$ cat src/rtl/xip_fetch_pkg.sv
// Shared types and helpers for the serial flash fetch sequencer.
// Assumes lane codes 0/1/2 mean one/two/four lines; code 3 acts as four.
package xip_fetch_pkg;

    typedef enum logic [1:0] {
        ST_IDLE,
        ST_LEAD,
        ST_SHIFT,
        ST_TRAIL
    } seq_state_t;

    typedef enum logic [1:0] {
        PH_CMD,
        PH_ADDR,
        PH_MODE,
        PH_DATA
    } phase_t;

    // log2 of the number of lines selected by a lane code
    function automatic logic [1:0] lane_log2(input logic [1:0] code);
        case (code)
            2'd0:    lane_log2 = 2'd0;
            2'd1:    lane_log2 = 2'd1;
            default: lane_log2 = 2'd2;
        endcase
    endfunction

    // number of bits moved per serial clock for a lane code
    function automatic logic [2:0] lane_bits(input logic [1:0] code);
        lane_bits = 3'(3'd1 << lane_log2(code));
    endfunction

endpackage

$ cat src/rtl/xip_sck_gen.sv
// Serial clock generator. While run is high it produces a clock that
// stays low for lo_cnt and high for hi_cnt system clocks (0 acts as 1).
// rise/fall flag the system clock edge at which sck changes level.
// Assumes run drops only after a fall, so sck is low whenever run is low.
module xip_sck_gen #(
    parameter int CNT_W = 4
) (
    input  logic             clk,
    input  logic             rst_n,
    input  logic             run,
    input  logic [CNT_W-1:0] hi_cnt,
    input  logic [CNT_W-1:0] lo_cnt,
    output logic             sck,
    output logic             rise,
    output logic             fall
);
    logic [CNT_W-1:0] cnt;
    logic [CNT_W-1:0] hi_lim;
    logic [CNT_W-1:0] lo_lim;

    // clamp a zero width to one system clock
    always_comb begin
        hi_lim = (hi_cnt == '0) ? CNT_W'(1) : hi_cnt;
        lo_lim = (lo_cnt == '0) ? CNT_W'(1) : lo_cnt;
    end

    // edge flags for the current system clock
    always_comb begin
        rise = run && !sck && (cnt == lo_lim - CNT_W'(1));
        fall = run &&  sck && (cnt == hi_lim - CNT_W'(1));
    end

    // level and width counter of the serial clock
    always_ff @(posedge clk) begin
        if (!rst_n || !run) begin
            sck <= 1'b0;
            cnt <= '0;
        end else if (rise) begin
            sck <= 1'b1;
            cnt <= '0;
        end else if (fall) begin
            sck <= 1'b0;
            cnt <= '0;
        end else begin
            cnt <= cnt + CNT_W'(1);
        end
    end

endmodule

$ cat src/rtl/xip_lane_tx.sv
// Output lane mux. Places the top bits of the transmit shift register on
// the data lines for the opcode and address phases, the mode value on all
// four lines during mode clocks, and releases every line otherwise.
// Purely combinational; tx_top is bits [31:28] of the shift register.
module xip_lane_tx
    import xip_fetch_pkg::*;
(
    input  logic       drive_en,
    input  phase_t     phase,
    input  logic [1:0] cmd_lanes,
    input  logic [1:0] addr_lanes,
    input  logic [3:0] tx_top,
    input  logic [3:0] mode_val,
    output logic [3:0] io_out,
    output logic [3:0] io_oe
);
    logic [1:0] lanes;

    // choose the lane code of the phase being sent
    always_comb lanes = (phase == PH_CMD) ? cmd_lanes : addr_lanes;

    // map shift register bits to lines, highest line takes the MSB
    always_comb begin
        io_out = 4'h0;
        io_oe  = 4'h0;
        if (drive_en && phase != PH_DATA) begin
            if (phase == PH_MODE) begin
                io_out = mode_val;
                io_oe  = 4'hF;
            end else begin
                case (lanes)
                    2'd0: begin
                        io_out = {3'b000, tx_top[3]};
                        io_oe  = 4'h1;
                    end
                    2'd1: begin
                        io_out = {2'b00, tx_top[3:2]};
                        io_oe  = 4'h3;
                    end
                    default: begin
                        io_out = tx_top;
                        io_oe  = 4'hF;
                    end
                endcase
            end
        end
    end

endmodule

$ cat src/rtl/xip_lane_rx.sv
// Input assembler. On each enabled strobe shifts in one, two or four bits
// from the data lines (line 1 alone in one-line mode), MSB first.
// Assumes WORD_W is a multiple of four so every lane width fills the word.
module xip_lane_rx #(
    parameter int WORD_W = 32
) (
    input  logic              clk,
    input  logic              rst_n,
    input  logic              shift_en,
    input  logic [1:0]        lanes,
    input  logic [3:0]        io_in,
    output logic [WORD_W-1:0] word
);
    // collect the sampled line group into the low end of the word
    always_ff @(posedge clk) begin
        if (!rst_n) begin
            word <= '0;
        end else if (shift_en) begin
            case (lanes)
                2'd0:    word <= {word[WORD_W-2:0], io_in[1]};
                2'd1:    word <= {word[WORD_W-3:0], io_in[1:0]};
                default: word <= {word[WORD_W-5:0], io_in};
            endcase
        end
    end

endmodule

$ cat src/rtl/xip_fetch_seq.sv
// Serial flash read-fetch sequencer. Takes one fetch request at a time and
// runs opcode, address, mode and data phases on the serial pins, each with
// its own lane width, then returns the fetched word with a one-cycle strobe.
// Assumes all cfg_* inputs are steady while a frame is in progress.
module xip_fetch_seq
    import xip_fetch_pkg::*;
#(
    parameter int WORD_W = 32,
    parameter int CNT_W  = 4,
    parameter int MODE_W = 4
) (
    input  logic              clk,
    input  logic              rst_n,
    input  logic [7:0]        cfg_opcode,
    input  logic [1:0]        cfg_cmd_lanes,
    input  logic [1:0]        cfg_addr_lanes,
    input  logic [1:0]        cfg_data_lanes,
    input  logic              cfg_addr32,
    input  logic              cfg_skip_cmd,
    input  logic [MODE_W-1:0] cfg_mode_clks,
    input  logic [3:0]        cfg_mode_val,
    input  logic [CNT_W-1:0]  cfg_sck_hi,
    input  logic [CNT_W-1:0]  cfg_sck_lo,
    input  logic              cfg_cs_active_high,
    input  logic [CNT_W-1:0]  cfg_cs_lead,
    input  logic [CNT_W-1:0]  cfg_cs_trail,
    input  logic              req_valid,
    input  logic [31:0]       req_addr,
    output logic              req_ready,
    output logic [WORD_W-1:0] rdata,
    output logic              rdata_valid,
    output logic              spi_sck,
    output logic              spi_cs,
    output logic [3:0]        spi_io_out,
    output logic [3:0]        spi_io_oe,
    input  logic [3:0]        spi_io_in
);
    localparam int TX_W  = 32;
    localparam int MAX_B = (WORD_W > TX_W) ? WORD_W : TX_W;
    localparam int REM_W = $clog2(MAX_B + 1);

    seq_state_t        state;
    phase_t            phase;
    logic [REM_W-1:0]  rem;
    logic [TX_W-1:0]   txsr;
    logic [31:0]       addr_q;
    logic [CNT_W-1:0]  dly_cnt;
    logic              cs_on;
    logic              sck_rise;
    logic              sck_fall;
    logic [WORD_W-1:0] rx_word;

    // serial clock cycles spent in a phase
    function automatic logic [REM_W-1:0] phase_len(input phase_t ph);
        case (ph)
            PH_CMD:  phase_len = REM_W'(8) >> lane_log2(cfg_cmd_lanes);
            PH_ADDR: phase_len = (cfg_addr32 ? REM_W'(32) : REM_W'(24))
                                 >> lane_log2(cfg_addr_lanes);
            PH_MODE: phase_len = REM_W'(cfg_mode_clks);
            default: phase_len = REM_W'(WORD_W) >> lane_log2(cfg_data_lanes);
        endcase
    endfunction

    // phase that follows the given one
    function automatic phase_t phase_next(input phase_t ph);
        case (ph)
            PH_CMD:  phase_next = PH_ADDR;
            PH_ADDR: phase_next = (cfg_mode_clks != '0) ? PH_MODE : PH_DATA;
            default: phase_next = PH_DATA;
        endcase
    endfunction

    // left-aligned transmit value for a phase
    function automatic logic [TX_W-1:0] phase_load(input phase_t ph,
                                                   input logic [31:0] a);
        case (ph)
            PH_CMD:  phase_load = {cfg_opcode, 24'h0};
            PH_ADDR: phase_load = cfg_addr32 ? a : {a[23:0], 8'h00};
            default: phase_load = '0;
        endcase
    endfunction

    xip_sck_gen #(
        .CNT_W (CNT_W)
    ) u_sck (
        .clk    (clk),
        .rst_n  (rst_n),
        .run    (state == ST_SHIFT),
        .hi_cnt (cfg_sck_hi),
        .lo_cnt (cfg_sck_lo),
        .sck    (spi_sck),
        .rise   (sck_rise),
        .fall   (sck_fall)
    );

    xip_lane_tx u_tx (
        .drive_en   (state == ST_LEAD || state == ST_SHIFT),
        .phase      (phase),
        .cmd_lanes  (cfg_cmd_lanes),
        .addr_lanes (cfg_addr_lanes),
        .tx_top     (txsr[TX_W-1 -: 4]),
        .mode_val   (cfg_mode_val),
        .io_out     (spi_io_out),
        .io_oe      (spi_io_oe)
    );

    xip_lane_rx #(
        .WORD_W (WORD_W)
    ) u_rx (
        .clk      (clk),
        .rst_n    (rst_n),
        .shift_en (sck_rise && phase == PH_DATA),
        .lanes    (cfg_data_lanes),
        .io_in    (spi_io_in),
        .word     (rx_word)
    );

    // handshake and chip-select level
    always_comb begin
        req_ready = (state == ST_IDLE);
        spi_cs    = cfg_cs_active_high ? cs_on : ~cs_on;
    end

    // frame sequencing: accept, setup delay, phases, release delay
    always_ff @(posedge clk) begin
        if (!rst_n) begin
            state       <= ST_IDLE;
            phase       <= PH_CMD;
            rem         <= '0;
            txsr        <= '0;
            addr_q      <= '0;
            dly_cnt     <= '0;
            cs_on       <= 1'b0;
            rdata       <= '0;
            rdata_valid <= 1'b0;
        end else begin
            rdata_valid <= 1'b0;
            case (state)
                ST_IDLE: begin
                    if (req_valid) begin
                        addr_q  <= req_addr;
                        phase   <= cfg_skip_cmd ? PH_ADDR : PH_CMD;
                        rem     <= phase_len(cfg_skip_cmd ? PH_ADDR : PH_CMD);
                        txsr    <= phase_load(cfg_skip_cmd ? PH_ADDR : PH_CMD,
                                              req_addr);
                        cs_on   <= 1'b1;
                        dly_cnt <= '0;
                        state   <= ST_LEAD;
                    end
                end
                ST_LEAD: begin
                    if (dly_cnt == cfg_cs_lead) begin
                        state <= ST_SHIFT;
                    end else begin
                        dly_cnt <= dly_cnt + CNT_W'(1);
                    end
                end
                ST_SHIFT: begin
                    if (sck_rise) begin
                        rem <= rem - REM_W'(1);
                    end
                    if (sck_fall) begin
                        if (rem == '0) begin
                            if (phase == PH_DATA) begin
                                rdata       <= rx_word;
                                rdata_valid <= 1'b1;
                                cs_on       <= 1'b0;
                                dly_cnt     <= '0;
                                state       <= ST_TRAIL;
                            end else begin
                                phase <= phase_next(phase);
                                rem   <= phase_len(phase_next(phase));
                                txsr  <= phase_load(phase_next(phase), addr_q);
                            end
                        end else begin
                            txsr <= txsr << lane_bits((phase == PH_CMD) ?
                                                      cfg_cmd_lanes :
                                                      cfg_addr_lanes);
                        end
                    end
                end
                default: begin
                    if (dly_cnt == cfg_cs_trail) begin
                        state <= ST_IDLE;
                    end else begin
                        dly_cnt <= dly_cnt + CNT_W'(1);
                    end
                end
            endcase
        end
    end

endmodule

$ cat config.mk
export PLATFORM = sky130hd
export DESIGN_NAME = xip_fetch_seq
export DESIGN_NICKNAME = d
export VERILOG_FILES = /design/src/rtl/xip_fetch_pkg.sv /design/src/rtl/xip_sck_gen.sv /design/src/rtl/xip_lane_tx.sv /design/src/rtl/xip_lane_rx.sv /design/src/rtl/xip_fetch_seq.sv
export SDC_FILE = /design/constraint.sdc
export NUM_CORES = 1
export LEC_CHECK = 0
export BUFFER_PORTS_ARGS = -buffer_cell sky130_fd_sc_hd__buf_2
export CORE_ASPECT_RATIO = 0.7
export CORE_MARGIN = 8
export CORE_UTILIZATION = 31
export CTS_CLUSTER_SIZE = 14
export DETAILED_ROUTE_END_ITERATION = 6
export GPL_TIMING_DRIVEN = 0
export PLACE_DENSITY_LB_ADDON = 0.05
export SYNTH_ARGS = -nofsm -noshare
export SYNTH_HDL_FRONTEND = slang
export SYNTH_SLANG_ARGS = --single-unit
$ cat constraint.sdc
create_clock -name clk -period 4.2 [get_ports clk]
set_clock_uncertainty 0.2 [all_clocks]
set_input_delay 0.84 -clock clk [delete_from_list [all_inputs] [get_ports clk]]
set_output_delay 0.84 -clock clk [all_outputs]
set_load 0.05 [all_outputs]
==> results of run 1 <==
-- cells by family (layout without fill, tap and decap cells) --
| group | Yosys count | after routing | share of synthesized area [%] |
|---|---|---|---|
| AO/OA/AOI/OAI | 323 | 323 | 22.98 |
| flip-flops | 149 | 149 | 34.57 |
| adder cells (fa/ha/maj) | 10 | 10 | 1.450 |
| XOR/XNOR | 19 | 19 | 2.088 |
| AND/OR/NAND/NOR | 350 | 350 | 17.56 |
| multiplexers | 140 | 140 | 16.34 |
| buffers and inverters | 112 | 269 | 5.003 |
-- worst min-delay path: cells and delay by family (launching register included) --
kind	cells	cell delay, ps
flops	1	300
simple gates	1	50
compound gates	1	50
-- where the power goes --
part           total (mW)  switching (mW)  internal (mW)
Combinational        1.95            1.31          0.637
Sequential           1.83           0.217           1.61
Clock                1.57           0.663          0.904
-- routing by layer --
metal | up-vias | part of all wire (%) | GRT usage [%]
li1 | 4272 | - | -
met1 | 4142 | 52 | 30.13
met2 | 316 | 39 | 27.65
met3 | 26 | 8.5 | 6.238
met4 | 0 | 0.82 | 3.622
met5 | - | 0 | 0
-- registers in the layout, indices dropped and copies added, names as in the netlist --
name / count
state: 2
rem: 6
dly_cnt: 4
rdata_valid: 1
rdata: 32
u_sck.cnt: 4
cs_on: 1
phase: 2
addr_q: 32
u_rx.word: 32
txsr: 32
u_sck.sck: 1
-- cell type report --
| type | count | area, sq um | share of cell area (%) |
|---|---|---|---|
| inverters | 18 | 67.56 | 0.6523 |
| clock inverters | 11 | 126.4 | 1.220 |
| plain buffers | 93 | 361.6 | 3.491 |
| multi-input cells | 842 | 5235 | 50.54 |
| repair buffers | 127 | 663.1 | 6.403 |
| clock buffers | 20 | 456.7 | 4.409 |
| well taps | 371 | 464.2 | 4.482 |
| flip-flops and latches | 149 | 2983 | 28.80 |
-- how the worst min path moves through the flow --
stage,startpoint,to,slack (ps)
final,rdata[23],rdata[23],250
after global routing,rdata[22],rdata[22],270
after CTS,rdata[23],rdata[23],250
after detailed placement,rdata[23],rdata[23],240
after global placement,rdata[31],rdata[31],240
after floorplan,addr_q[24],addr_q[24],240
-- timing repair --
| item | 4_1_cts | 5_1_grt |
|---|---|---|
| buffers inserted | 0 | 5 |
| setup endpoints to repair | 2 | 3 |
| gates resized for setup | 2 | 3 |
-- stage by stage --
stage          instance area, sq um  total power, mW  setup slack [ps]
4_1_cts                       10300            5.300             78.04
2_1_floorplan                  8628            3.061             578.7
6_report                      10360            5.338             196.0
3_3_place_gp                   9693            3.720             13.56
3_5_place_dp                   9707            3.723             35.33
5_1_grt                       10360            5.621             54.78
-- cells in the final DEF (no fill, tap or decap), drive strengths merged, types with 12 or more instances in the layout --
| master | n |
|---|---|
| a211oi | 13 |
| a21oi | 123 |
| a22o | 17 |
| buf | 137 |
| clkbuf | 103 |
| dfxtp | 149 |
| inv | 20 |
| mux2i | 133 |
| nand2 | 198 |
| nor2 | 66 |
| nor3 | 23 |
| nor4 | 14 |
| o21ai | 78 |
| o22ai | 26 |
| xnor2 | 12 |
==> flow_summary.toml, run 1 <==
[run_status]
outcome = "completed"

[worst_setup_path]
cp.depth = 10
crit_type = "flop to output pin"
crit_chain = "buf_2 > or2_2 > clkbuf_1 > mux2i_4 > buf_12 > mux2i_1 > a211oi_1 > a21oi_1 > nor2b_1 > buf_2"
crit_start = "phase[1]"
cpLargestDelayFamily = "buffers and inverters"
crit_path_end_kind = "output pin"
crit_buf_inv = 4
crit_fanout = 10
r2r_start = "state[0]"
crit_slowest_cell = "a211oi_1"
worstPathArrival_ps = 2960
required_ps = 3160
rr_worst_depth = 10
slowest_delay_ps = 430
r2r-end = "txsr[31]"
worstSetupEndpoint = "spi_io_out[0]"
crit_top_cell = "buf_2"
reg2reg_slack_ps = 360
startpoint_type = "flop"

[die]
start_util_pct = 31.30
core_area_sq_um = 27570
dieArea_sq_um = 33510
io_pins = 124
die_h_microns = 155.6
std_cell_rows = 51
dieWidth_microns = 215.4

[clock_tree]
cts-root-buf = "clkbuf_16"
cts_tree = "built"
path_clk_slew_ps = 60
h-tree-depth = 4
ctsHoldBuffers = 0
clock_path_buffers = 2
numCtsBuffers = 17
clock-sinks = 149
clk_latency_ps = 450

[pwr]
p_leak_nw = 4.224
power.density_nw_per_um2 = 515.4
irDropWorstVdd_mv = 0.2647

[grt]
grtUsageTotal_pct = 20.11
grt_max_degree = 17
grt_antenna_before_repair = 0
grt_pass1_vias = 8474
grt_pass1_wl_microns = 52340
grt_overflow = 0

[sta]
final-hold-violation-count = 0
period_share_pct = 95.33
rsz0062_at_grt = "false"
maxSlewHeadroom_pct = 36.71
whs_ps = 245.3
totalNegativeSetupSlack_ps = 0
tightest_slew_ps = 949.3
min_period_ps = 4004
max_freq_ghz = 0.2498
finalSetupViolCount = 0
final_max_slew_viol_count = 0

[cells_and_area]
final_cells = 1631
drive_gt1_share_pct = 14.29
area_delta_synth_final_pct = 20.04
antenna_cells = 0
post-route-util_pct = 37.57
fin_nets = 1338
final.fill_count = 3011

[drt]
drt_iter0_drc = 666
firstDrtPassIters = 5
via_per_inst = 5.368
post_drt_wl_per_cell_microns = 20.88
route.detailed.drc = 0
drt.antenna.violating_nets = 0
routed_wl_microns = 34060
dr_total_vias = 8756

[logic_synthesis]
yosys-top-cells-area = "dfxtp_1, mux2i_1, nand2_1, a21oi_1, o21ai_0"
ys_types = 63
postSynthAreaPerCell_sq_um = 7.823
yosys_warnings = 0
synthFlopType = "dfxtp_1"
ys_seq_area_share_pct = 34.57
synth_top_area_cell = "dfxtp_1"
synth_cells = 1103
synth_commonest_cells = "nand2_1, dfxtp_1, mux2i_1"
synth_edf_count = 0
syn_nets = 1193
ys_seq_elements = 149
synthArstFlopShare_pct = 0
syn_area_sq_um = 8628
yosys.area.top_type_share_pct = 34.57
synth_most_common_cell = "nand2_1"

[place]
hpwl_microns = 25850
port_buffers = 120
gp_congestion = 0.8936
post-place-cells = 1595

[min_path]
min_path_type = "flop to flop"
hold-path-cell-count = 2

[run]
maxCapViolCount = 0
(Power assumes the default switching activity.)
==> run 2, diff against run 1 <==
- PLACE_DENSITY_LB_ADDON: 0.05 -> 0.08
==> run 2 against run 1 <==
  * Sequential power about the same
  * Design area increased by 0.47%
  * Sequential share of layout area decreased by 0.14 points
  * Sequential cell count unchanged
  * Largest power group unchanged
  * Utilization increased by 0.18 points
  * Combinational power about the same
  * Worst setup slack got worse by 26 ps
  * Global-route usage decreased by 0.34 points
==> flow_summary.toml, run 2 (synthesis gave the netlist of run 1 again) <==
[worst_setup_path]
rr_worst_depth = 11
crit_fanout = 10
r2r_start = "state[0]"
crit_start = "phase[1]"
crit_chain = "buf_2 > nor2_2 > mux2_2 > buf_1 > a22oi_1 > o21ai_0 > and2_1 > buf_2"
crit_type = "flop to output pin"
slowest_delay_ps = 510
crit_path_end_kind = "output pin"
startpoint_type = "flop"
reg2reg_slack_ps = 330
worstPathArrival_ps = 2990
required_ps = 3160
crit_slowest_cell = "buf_1"
r2r-end = "rem[4]"
crit_top_cell = "buf_2"

[cells_and_area]
fin_nets = 1339
seq_area_sq_um = 2983
post-route-util_pct = 37.75
final_common_cell = "nand2_1"
area_delta_synth_final_pct = 20.61
multi_input_area_sq_um = 5235
final.fill_count = 3031
layout_common_cells = "nand2_1, dfxtp_1, mux2i_1"
antenna_cells = 0
drive_gt1_share_pct = 14.27

[sta]
totalNegativeSetupSlack_ps = 0
min_period_ps = 4030
finalSetupViolCount = 0
final_max_slew_viol_count = 0
final-hold-violation-count = 0
tightest_slew_ps = 1054
maxSlewHeadroom_pct = 29.20
period_share_pct = 95.94
rsz0062_at_grt = "false"
max_freq_ghz = 0.2482

[die]
die_h_microns = 155.6
io_pins = 124
core_area_sq_um = 27570
start_util_pct = 31.30
std_cell_rows = 51
dieWidth_microns = 215.4
dieArea_sq_um = 33510

[min_path]
min_path_type = "flop to flop"
hold-path-cell-count = 2
min_from = "rdata[11]"
holdPathEnd = "rdata[11]"

[grt]
grt_max_degree = 17
grtUsageTotal_pct = 19.77
grt_pass1_wl_microns = 51690
grt_antenna_before_repair = 1
grt_pass1_vias = 8435
grt_overflow = 0

[drt]
routed_wl_microns = 34060
dr_total_vias = 8839
drt.antenna.violating_nets = 0
drt_iter0_drc = 713
route.detailed.drc = 0
via_per_inst = 5.416
firstDrtPassIters = 5
post_drt_wl_per_cell_microns = 20.87

[pwr]
p_leak_nw = 4.253
irDropWorstVdd_mv = 0.2428
power.density_nw_per_um2 = 523.6

[run_status]
outcome = "completed"

[clock_tree]
clock_path_buffers = 2
clk_latency_ps = 440
clock-sinks = 149
cts-root-buf = "clkbuf_16"
ctsHoldBuffers = 0
cts_tree = "built"
numCtsBuffers = 17
h-tree-depth = 4
path_clk_slew_ps = 70

[place]
gp_congestion = 0.8786
port_buffers = 120
hpwl_microns = 25590

[run]
maxCapViolCount = 0
-- run 2: changes by cell type in the layout (fill, tap and decap cells not counted), sizes merged --
cell / delta
buf: +1
clkbuf: -1
clkinvlp: -2
clkinv: +1
bufinv: +2
-- run 2: repair_timing --
item,in CTS,in global routing
cloned,0,0
setup buffers,0,5
endpoints found under the setup margin,2,2
gates resized for setup,2,1
-- run 2: worst max-delay path by stage --
stage	endpoint	slack [ps]	depth (start not counted)
3_3_place_gp	rdata[29]	40	10
2_1_floorplan	spi_io_out[0]	580	8
5_1_grt	spi_io_out[0]	40	10
6_report	spi_io_out[1]	170	8
3_5_place_dp	txsr[8]	-100	10
4_1_cts	spi_io_out[1]	70	8
-- run 2: worst max-delay path, delay by kind of cell, from the launching register on --
family / cells / cell delay, ps
flip-flops: 1 / 290
multiplexers: 1 / 370
AND/OR/NAND/NOR: 2 / 470
AO/OA/AOI/OAI: 2 / 450
buffers and inverters: 3 / 960
-- run 2: through the flow --
stage                     instance area [sq um]  total power, mW  hold WS, ps  setup slack, ps  instances
after global routing                      10410            5.707        259.6            37.26       1632
after global placement                     9693            3.705        240.6            35.16       1594
final                                     10410            5.449        249.1            170.4       1632
after CTS                                 10350            5.410        252.8            67.04       1626
after floorplan                            8628            3.061        236.0            578.7       1103
after detailed placement                   9707            3.712        243.3           -99.14       1595
-- run 2: where the power goes --
part           internal [mW]  switching, mW  leakage [nW]
combinational          0.637           1.31          2.73
clock                   1.02          0.660         0.306
sequential              1.61          0.213          1.21
-- run 2: area by class of cell --
class | instances | area share, %
plain buffers | 94 | 3.499
well taps | 371 | 4.461
clock inverters | 12 | 1.695
inverters | 18 | 0.6493
flip-flops and latches | 149 | 28.66
clock buffers | 19 | 4.353
multi-input cells | 842 | 50.31
repair buffers | 127 | 6.373
-- run 2: per-layer routing --
metal  global-route usage, %  wire length, microns  vias to the layer above
li1                        -                     -                     4275
met1                   30.44                 18000                     4212
met2                   26.19                 13040                      324
met3                   5.386                  2650                       28
met4                   4.690                   367                        0
met5                       0                     0                        -
==> run 3, diff against run 2 <==
- CORE_ASPECT_RATIO: 0.7 -> 1.4
==> run 3 against run 2 <==
  * Utilization fell by 0.24 points
  * Sequential cell count did not move
  * Combinational power fell by 3%
  * Sequential power barely moved
  * Design area fell by 0.96%
  * Via count fell by 1.7%
==> flow_summary.toml, run 3 (synthesis gave the netlist of run 1 again) <==
[cells_and_area]
final.fill_count = 2963
final_area_sq_um = 10310
final_cells = 1626
fin_nets = 1332
drive_gt1_share_pct = 13.86
layout_common_cells = "nand2_1, dfxtp_1, mux2i_1"
area_delta_synth_final_pct = 19.45
final_common_cell = "nand2_1"

[sta]
max_freq_ghz = 0.2556
maxSlewHeadroom_pct = 9.037
rsz0062_at_grt = "false"
period_share_pct = 93.15
final-hold-violation-count = 0
min_period_ps = 3912
final_max_slew_viol_count = 0
tightest_slew_ps = 1353
finalSetupViolCount = 0
worst_slack_ps = 287.5

[die]
start_util_pct = 31.40
core_area_sq_um = 27480
std_cell_rows = 72
io_pins = 124
dieWidth_microns = 157
dieArea_sq_um = 33500
die_h_microns = 213.4

[clock_tree]
cts-root-buf = "clkbuf_16"
clock-sinks = 149
numCtsBuffers = 17
path_clk_slew_ps = 60
cts_tree = "built"
h-tree-depth = 4
clock_path_buffers = 2
clk_latency_ps = 440

[worst_setup_path]
startpoint_type = "flop"
required_ps = 3160
worstPathArrival_ps = 2870
crit_top_cell = "buf_2"
crit_type = "flop to output pin"
r2r_start = "state[0]"
crit_fanout = 10
slowest_delay_ps = 540
r2r-end = "rem[4]"
reg2reg_slack_ps = 390
crit_path_end_kind = "output pin"
crit_slowest_cell = "mux2i_4"
rr_worst_depth = 11
crit_chain = "buf_2 > or2_2 > clkbuf_1 > mux2i_4 > mux2i_1 > a211oi_1 > a21oi_1 > nor2b_1 > buf_2"

[min_path]
min_from = "rdata[2]"
hold-path-cell-count = 2
min_path_type = "flop to flop"
holdPathEnd = "rdata[2]"

[drt]
drt.antenna.violating_nets = 0
post_drt_wl_per_cell_microns = 20.85
routed_wl_microns = 33900
drt_iter0_drc = 570
via_per_inst = 5.344
firstDrtPassIters = 6
dr_total_vias = 8689
route.detailed.drc = 0

[grt]
grt_pass1_wl_microns = 51150
grt_pass1_vias = 8581
grtUsageTotal_pct = 20.05
grt_overflow = 0
grt_max_degree = 17
grt_antenna_before_repair = 4

[place]
post-place-cells = 1593
hpwl_microns = 25950
gp_congestion = 0.8599
pre_cts_slack_ps = -280.5
port_buffers = 120
dpl_cell_area_sq_um = 9692

[run]
maxCapViolCount = 0

[pwr]
power.density_nw_per_um2 = 512.6
p_leak_nw = 4.191
irDropWorstVdd_mv = 0.3021

[run_status]
outcome = "completed"
## run 3: cell types whose count changed in the layout (fill, tap and decap cells not counted)
cell and change:
a2111oi_1 -1, a2111oi_2 +1, buf_12 -1, buf_2 -1, buf_4 -5, bufinv_16 -2, clkbuf_1 +1, clkinv_2 +1
clkinv_4 +1, clkinvlp_4 +1, diode_2 +1, inv_6 -1
## run 3: repair_timing
| item | in CTS | in global routing |
|---|---|---|
| buffers inserted | 0 | 0 |
| pin swaps | 0 | 0 |
| hold buffers | 0 | 0 |
| setup endpoints to repair | 2 | 24 |
| resized for setup | 1 | 3 |
## run 3: how the worst max path moves through the flow
| stage | cells after the start | from | slack [ps] | endpoint |
|---|---|---|---|---|
| after global placement | 10 | cfg_sck_hi[1] | -300 | txsr[15] |
| final | 9 | phase[1] | 290 | spi_io_out[0] |
| after CTS | 8 | phase[1] | 110 | spi_io_out[1] |
| after global routing | 9 | phase[1] | 110 | spi_io_out[0] |
| after detailed placement | 10 | cfg_sck_hi[1] | -280 | txsr[15] |
| after floorplan | 8 | phase[1] | 580 | spi_io_out[0] |
## run 3: final cells by class
cell class / count / area, sq um / share of cell area [%]
Timing Repair Buffer: 120 / 600.6 / 5.827
Multi-Input combinational cell: 842 / 5240 / 50.84
Tap cell: 370 / 462.9 / 4.492
Clock buffer: 20 / 456.7 / 4.431
Sequential cell: 149 / 2983 / 28.94
Buffer: 94 / 364.1 / 3.533
Antenna cell: 1 / 2.502 / 0.02428
Inverter: 18 / 67.56 / 0.6556
Clock inverter: 12 / 128.9 / 1.250
## run 3: per-layer routing
| metal | global-route usage [%] | vias up | routed length [microns] | share of wire (%) |
|---|---|---|---|---|
| li1 | - | 4264 | - | - |
| met1 | 23.25 | 4102 | 13930 | 41 |
| met2 | 35.65 | 263 | 17360 | 51 |
| met3 | 4.054 | 54 | 1787 | 5.3 |
| met4 | 7.677 | 6 | 782 | 2.3 |
| met5 | 0 | - | 37 | 0.11 |
## run 3: report_power, final
part	switching, mW	internal, mW
Clock	0.666	0.906
Combinational	1.27	0.616
Sequential	0.217	1.61
## run 3: critical path, delay by kind of cell, from the launching register on
kind,cells,cell delay (ps)
flops,1,300
simple gates,2,250
compound gates,2,330
mux,2,680
buf+inv,3,870
## run 3: through the flow
step                TNS [ps]  util, %  hold WS, ps  total power, mW
finish                     0    37.51        247.4            5.283
global route               0    37.51        262.6            5.560
CTS                        0    37.42        252.5            5.283
detailed placement     -5598    35.27        240.2            3.708
global placement       -6079    35.27        239.8            3.708
floorplan                  0        -        236.0            3.061
